### config.mk
export PLATFORM = sky130hd
export DESIGN_NAME = lbist_ctrl
export DESIGN_NICKNAME = d
export VERILOG_FILES = /design/src/rtl/lbist_pkg.sv /design/src/rtl/lbist_prpg.sv /design/src/rtl/lbist_misr.sv /design/src/rtl/lbist_seq.sv /design/src/rtl/lbist_ctrl.sv
export SDC_FILE = /design/constraint.sdc
export NUM_CORES = 1
export LEC_CHECK = 0
export BUFFER_PORTS_ARGS = -buffer_cell sky130_fd_sc_hd__buf_2
export CORE_MARGIN = 3
export CORE_UTILIZATION = 44
export DETAILED_ROUTE_END_ITERATION = 7
export PLACE_DENSITY = 0.75
export SLEW_MARGIN = 10
export SYNTH_ARGS = -nofsm -noshare
export SYNTH_HDL_FRONTEND = slang
export SYNTH_HIERARCHICAL = 1
export SYNTH_SLANG_ARGS = --single-unit
### constraint.sdc
create_clock -name clk -period 2.05 [get_ports clk]
set_input_delay 0.41 -clock clk [delete_from_list [all_inputs] [get_ports clk]]
set_output_delay 0.41 -clock clk [all_outputs]
set_load 0.02 [all_outputs]
### src/rtl/lbist_pkg.sv
package lbist_pkg;
  localparam int          SIG_W         = 32;
  localparam logic [31:0] FB_POLY       = 32'h0040_0007;
  localparam logic [31:0] SEED_FALLBACK = 32'h0000_0001;

  typedef enum logic [1:0] {
    PH_IDLE,
    PH_SHIFT,
    PH_CAPTURE,
    PH_COMPARE
  } phase_t;

  // One Galois step of the shared feedback polynomial
  function automatic logic [SIG_W-1:0] galois_step(input logic [SIG_W-1:0] s);
    return {s[SIG_W-2:0], 1'b0} ^ (s[SIG_W-1] ? FB_POLY : '0);
  endfunction
endpackage

### src/rtl/lbist_prpg.sv
module lbist_prpg
  import lbist_pkg::*;
#(
  parameter int NCHAINS = 4
) (
  input  logic               clk,
  input  logic               rst,
  input  logic               load,
  input  logic [SIG_W-1:0]   seed,
  input  logic               advance,
  output logic [NCHAINS-1:0] taps
);
  logic [SIG_W-1:0] lfsr_q;

  always_ff @(posedge clk) begin
    if (rst) begin
      lfsr_q <= SEED_FALLBACK;
    end else if (load) begin
      lfsr_q <= (seed == '0) ? SEED_FALLBACK : seed;
    end else if (advance) begin
      lfsr_q <= galois_step(lfsr_q);
    end
  end

  assign taps = lfsr_q[NCHAINS-1:0];
endmodule

### src/rtl/lbist_misr.sv
module lbist_misr
  import lbist_pkg::*;
#(
  parameter int NCHAINS = 4
) (
  input  logic               clk,
  input  logic               rst,
  input  logic               clear,
  input  logic               absorb,
  input  logic [NCHAINS-1:0] din,
  output logic [SIG_W-1:0]   sig
);
  logic [SIG_W-1:0] din_ext;
  logic [SIG_W-1:0] sig_q;

  for (genvar b = 0; b < SIG_W; b++) begin : g_ext
    if (b < NCHAINS) begin : g_bit
      assign din_ext[b] = din[b];
    end else begin : g_pad
      assign din_ext[b] = 1'b0;
    end
  end

  always_ff @(posedge clk) begin
    if (rst || clear) begin
      sig_q <= '0;
    end else if (absorb) begin
      sig_q <= galois_step(sig_q) ^ din_ext;
    end
  end

  assign sig = sig_q;
endmodule

### src/rtl/lbist_seq.sv
module lbist_seq
  import lbist_pkg::*;
#(
  parameter int CHAIN_LEN = 16,
  parameter int PAT_W     = 12
) (
  input  logic             clk,
  input  logic             rst,
  input  logic             start,
  input  logic [PAT_W-1:0] num_patterns,
  output phase_t           phase,
  output logic             scan_en,
  output logic             accept,
  output logic             prpg_adv,
  output logic             misr_abs,
  output logic             cmp_now
);
  localparam int BC_W = (CHAIN_LEN > 1) ? $clog2(CHAIN_LEN) : 1;
  localparam logic [BC_W-1:0] LAST_BIT = BC_W'(CHAIN_LEN - 1);

  phase_t           phase_q;
  logic [BC_W-1:0]  bitcnt_q;
  logic [PAT_W-1:0] patcnt_q;
  logic [PAT_W-1:0] target_q;
  logic             captured_q;
  logic             sen_q;

  assign accept   = start && (phase_q == PH_IDLE);
  assign prpg_adv = (phase_q == PH_SHIFT);
  assign misr_abs = (phase_q == PH_SHIFT) && captured_q;
  assign cmp_now  = (phase_q == PH_COMPARE);
  assign phase    = phase_q;
  assign scan_en  = sen_q;

  always_ff @(posedge clk) begin
    if (rst) begin
      phase_q    <= PH_IDLE;
      bitcnt_q   <= '0;
      patcnt_q   <= '0;
      target_q   <= '0;
      captured_q <= 1'b0;
      sen_q      <= 1'b0;
    end else begin
      unique case (phase_q)
        PH_IDLE: begin
          if (start) begin
            target_q   <= num_patterns;
            bitcnt_q   <= '0;
            patcnt_q   <= '0;
            captured_q <= 1'b0;
            if (num_patterns == '0) begin
              phase_q <= PH_COMPARE;
              sen_q   <= 1'b0;
            end else begin
              phase_q <= PH_SHIFT;
              sen_q   <= 1'b1;
            end
          end
        end
        PH_SHIFT: begin
          if (bitcnt_q == LAST_BIT) begin
            bitcnt_q <= '0;
            sen_q    <= 1'b0;
            phase_q  <= (patcnt_q == target_q) ? PH_COMPARE : PH_CAPTURE;
          end else begin
            bitcnt_q <= bitcnt_q + 1'b1;
          end
        end
        PH_CAPTURE: begin
          patcnt_q   <= patcnt_q + 1'b1;
          captured_q <= 1'b1;
          sen_q      <= 1'b1;
          phase_q    <= PH_SHIFT;
        end
        PH_COMPARE: begin
          phase_q <= PH_IDLE;
        end
        default: phase_q <= PH_IDLE;
      endcase
    end
  end
endmodule

### src/rtl/lbist_ctrl.sv
module lbist_ctrl
  import lbist_pkg::*;
#(
  parameter int NCHAINS   = 4,
  parameter int CHAIN_LEN = 16,
  parameter int PAT_W     = 12
) (
  input  logic               clk,
  input  logic               rst,
  input  logic               start,
  input  logic [31:0]        seed,
  input  logic [PAT_W-1:0]   num_patterns,
  input  logic [31:0]        golden,
  output logic               scan_en,
  output logic [NCHAINS-1:0] scan_in,
  input  logic [NCHAINS-1:0] scan_out,
  output logic               done,
  output logic               pass,
  output logic [31:0]        signature
);
  phase_t phase;
  logic   accept;
  logic   prpg_adv;
  logic   misr_abs;
  logic   cmp_now;
  logic   done_q;
  logic   pass_q;

  lbist_seq #(
    .CHAIN_LEN(CHAIN_LEN),
    .PAT_W    (PAT_W)
  ) u_seq (
    .clk         (clk),
    .rst         (rst),
    .start       (start),
    .num_patterns(num_patterns),
    .phase       (phase),
    .scan_en     (scan_en),
    .accept      (accept),
    .prpg_adv    (prpg_adv),
    .misr_abs    (misr_abs),
    .cmp_now     (cmp_now)
  );

  lbist_prpg #(.NCHAINS(NCHAINS)) u_prpg (
    .clk    (clk),
    .rst    (rst),
    .load   (accept),
    .seed   (seed),
    .advance(prpg_adv),
    .taps   (scan_in)
  );

  lbist_misr #(.NCHAINS(NCHAINS)) u_misr (
    .clk   (clk),
    .rst   (rst),
    .clear (accept),
    .absorb(misr_abs),
    .din   (scan_out),
    .sig   (signature)
  );

  always_ff @(posedge clk) begin
    if (rst || accept) begin
      done_q <= 1'b0;
      pass_q <= 1'b0;
    end else if (cmp_now) begin
      done_q <= 1'b1;
      pass_q <= (signature == golden);
    end
  end

  assign done = done_q;
  assign pass = pass_q;
endmodule

==> impl_results.md <==
- Final Hold Fails: 0
- Post-CTS Repair Setup Buffers: 0
- Top delay family on crit path: simple AND/OR/NAND/NOR gates
- Fin Setup TNS: 0 ns
- Internal Power: 3.66 mW
- Worst-path clk slew: 0.09 ns
- Largest net degree at the start of global routing: 80
- TritonCTS clock tree: built
- Num Clock Sinks: 98
- Synth top area share: 0.397
- CP max stage delay: 0.50 ns
- CP Data Required Time: 2.35 ns
- Gpl congestion: 0.901
- First-pass GRT wire length: 19400 um
- Worst Hold End: u_seq/target_q[0]
- Hold Path Origin: num_patterns[0]
- Layout cells sized above 1: 0.238
- CP arrival: 2.18 ns
- Reg2reg start: u_seq/phase[0]
- Slew @ Worst Pin: 0.506 ns
- Ys Warns: 6
- Crit end category: flop
- Critical Path Source: u_seq/phase[0]
- Initial Utilization: 0.453
- Initial antenna violation count: 0
- Post_cts resized: 0
- Power Density: 973 nW/um^2
- Setup violators final: 0
- Crit path launch type: flop
- Status: complete, no violations
- Sw Pwr: 2.03 mW
- Period minus WS final: 1.88 ns
- R2R cell count: 8
- CTS Hold Bufs: 0
- Worst Skew: 0.0120 ns
- Hpwl dp: 8880 um
- Synth top cells by count: 102 x nor2_1, 98 x dfxtp_1, 59 x mux2i_1
- Buf/Inv on CP: 2
- Post-synth top area cell: dfxtp_1
- Core area: 10900 um^2
- Vias per cell: 5.31
- Crit path cell chain: inv_1 -> ha_1 -> nand2_1 -> inv_2 -> nor2_1 -> nand4_1 -> or4_1 -> o21ai_1
- CP max stage cell: or4_1
- Nets: 760
- Worst min-delay path class: input pin to flop
- DR vias: 4329
- Die Width: 112 um
- I/O pin count: 122
- GRT overflow: 0
- Maximum capacitance violations: 0
- Routed Antenna Nets: 0
- Sequential fraction of the synthesis area: 0.397
- Maximum clock path buffer count: 2
- RR Endpoint: pass
- Number of port buffers: 121
- Largest cells by area after synthesis: dfxtp_1 40%, mux2i_1 12%, nor2_1 7.8%, a21oi_1 5.7%, xor2_1 4.4%
- Clock power share: 0.227
- FILL cells: 971
- P&R area growth vs syn: 18.4%
- Pleak: 2.36 nW
- Rel. slew slack: 0.659
- Die Y: 112 um
- Sw Share: 0.357
- Mapped cell area: 4940 um^2
- Gr usage total: 0.187
- CTS Buf Count: 9
- Hold Crit Depth: 3
- Htree depth: 3
- Syn_nets: 654
- Worst-path fanout max: 4
- Post-synth top flop: dfxtp_1
- Setup CP Type: flop to flop
- RSZ-0062 raised after global routing: no
- Final Cycle Share: 0.916
- EDFF count, synth: 0
- Comb pwr share: 0.363
- Avg Cell Area, Syn: 8.74 um^2
- Reg2Reg Setup Slack: 0.17 ns
- Max Clk Rate: 0.532 GHz
- Diode count: 0
- Root Buffer: clkbuf_8
- DR WL/cell: 14.5 um
- Die area: 12500 um^2
- VDD IR max: 0.478 mV
- Layout Utilization: 0.537
- Number of global-route vias before repair: 4169
- Core Rows: 38
- Max Slew Vio Count: 0
- Yosys reg bits: 98
- Syn Inst Count: 565
- Worst skew pair latency: 0.37 ns
- DRT Pass-1 Iters: 5
- Synth unique cells: 49
- Post-synth ARST share: 0
- Sequential share of power: 0.409
- DRT iter0 DRCs: 270
- Drt drc: 0
- Final WL: 11900 um
- Count leader, synth: nor2_1
[sequential cells by signal, summed over array words and instances (netlist names)]
signal and cells:
u_seq/scan_en 1, u_seq/target_q 12, u_misr/sig 32, u_seq/captured_q 1
u_seq/phase 2, pass 1, u_prpg/lfsr_q 32, u_seq/bitcnt_q 4
u_seq/patcnt_q 12, done 1
[placed cells by master, fill, tap and decap left out, types with 2 or more instances in the layout]
master    instances
buf_2           121
nor2_1          102
dfxtp_1          98
mux2i_1          59
a21oi_1          56
nand2_1          40
xor2_1           25
xnor2_1          24
nor4_1           14
clkbuf_8         11
o21ai_0          11
buf_4            10
nand4_1           9
nand3_1           8
a211oi_1          8
nand2b_1          8
ha_1              5
nor4_2            4
nand4b_1          4
o31ai_1           4
or4_1             3
nand3b_1          3
buf_12            3
inv_1             3
nor3_1            3
clkbuf_1          2
clkinv_4          2
xor3_1            2
o211ai_1          2
a22oi_1           2
a32oi_1           2
a31oi_1           2
a41oi_1           2
and2_1            2
or3_1             2
mux2_2            2
[tightest hold or removal path, cell delays in order]
cell and delay (ns):
buf_2 0.10, nand2_1 0.05, a21oi_1 0.05
[cell type report]
class	count	area, um^2	area share
Sequential cell	98	1960	0.336
Tap cell	140	175	0.0300
Timing Repair Buffer	134	741	0.127
Clock buffer	13	159	0.0272
Clock inverter	3	47.5	0.00813
Multi-Input combinational cell	424	2750	0.470
Inverter	4	15.0	0.00257
[metrics by stage]
| stage | instance area [um^2] | instances | setup WS [ns] | power (mW) | hold slack (ns) |
|---|---|---|---|---|---|
| 2_1_floorplan | 4940 | 565 | 0.0186 | 3.96 | 0.448 |
| 3_3_place_gp | 5640 | 800 | 0.159 | 4.35 | 0.458 |
| 3_5_place_dp | 5640 | 800 | 0.0613 | 4.42 | 0.462 |
| 4_1_cts | 5850 | 816 | 0.169 | 5.71 | 0.269 |
| 5_1_grt | 5850 | 816 | 0.0461 | 6.05 | 0.270 |
| 6_report | 5850 | 816 | 0.172 | 5.69 | 0.286 |
[power by group through the flow]
stage / combinational, mW / clock (mW) / sequential [mW]
after floorplan: 1.63 / 0 / 2.33
after global placement: 1.99 / 0 / 2.36
after CTS: 2.06 / 1.32 / 2.33
after global routing: 2.28 / 1.41 / 2.36
final: 2.07 / 1.29 / 2.33
after detailed placement: 2.05 / 0 / 2.37
[worst max path at each step]
stage	to	slack, ns	cells after the start
after floorplan	pass	0.02	10
after global placement	pass	0.16	6
after detailed placement	pass	0.06	6
after CTS	pass	0.17	8
after global routing	pass	0.05	8
final	pass	0.17	8
[routing by layer]
| layer | up-vias | wire, um | track usage |
|---|---|---|---|
| met2 | 130 | 5680 | 0.320 |
| met3 | 11 | 686 | 0.0397 |
| met4 | 0 | 136 | 0.0624 |
| met5 | - | 0 | 0 |
| li1 | 2161 | - | - |
| met1 | 2027 | 5370 | 0.236 |
[logic make-up (layout without fill, tap and decap cells)]
kind of cell	count (synthesis)	after routing	synth area share
adders and majority gates	6	6	0.0152
and+or+nand+nor	210	210	0.205
buffers and inverters	43	154	0.0469
AOI/OAI and AO/OA	95	95	0.112
DFF	98	98	0.397
muxes	61	61	0.124
xor gates and xnor gates	52	52	0.0999
(Power assumes the default switching activity.)
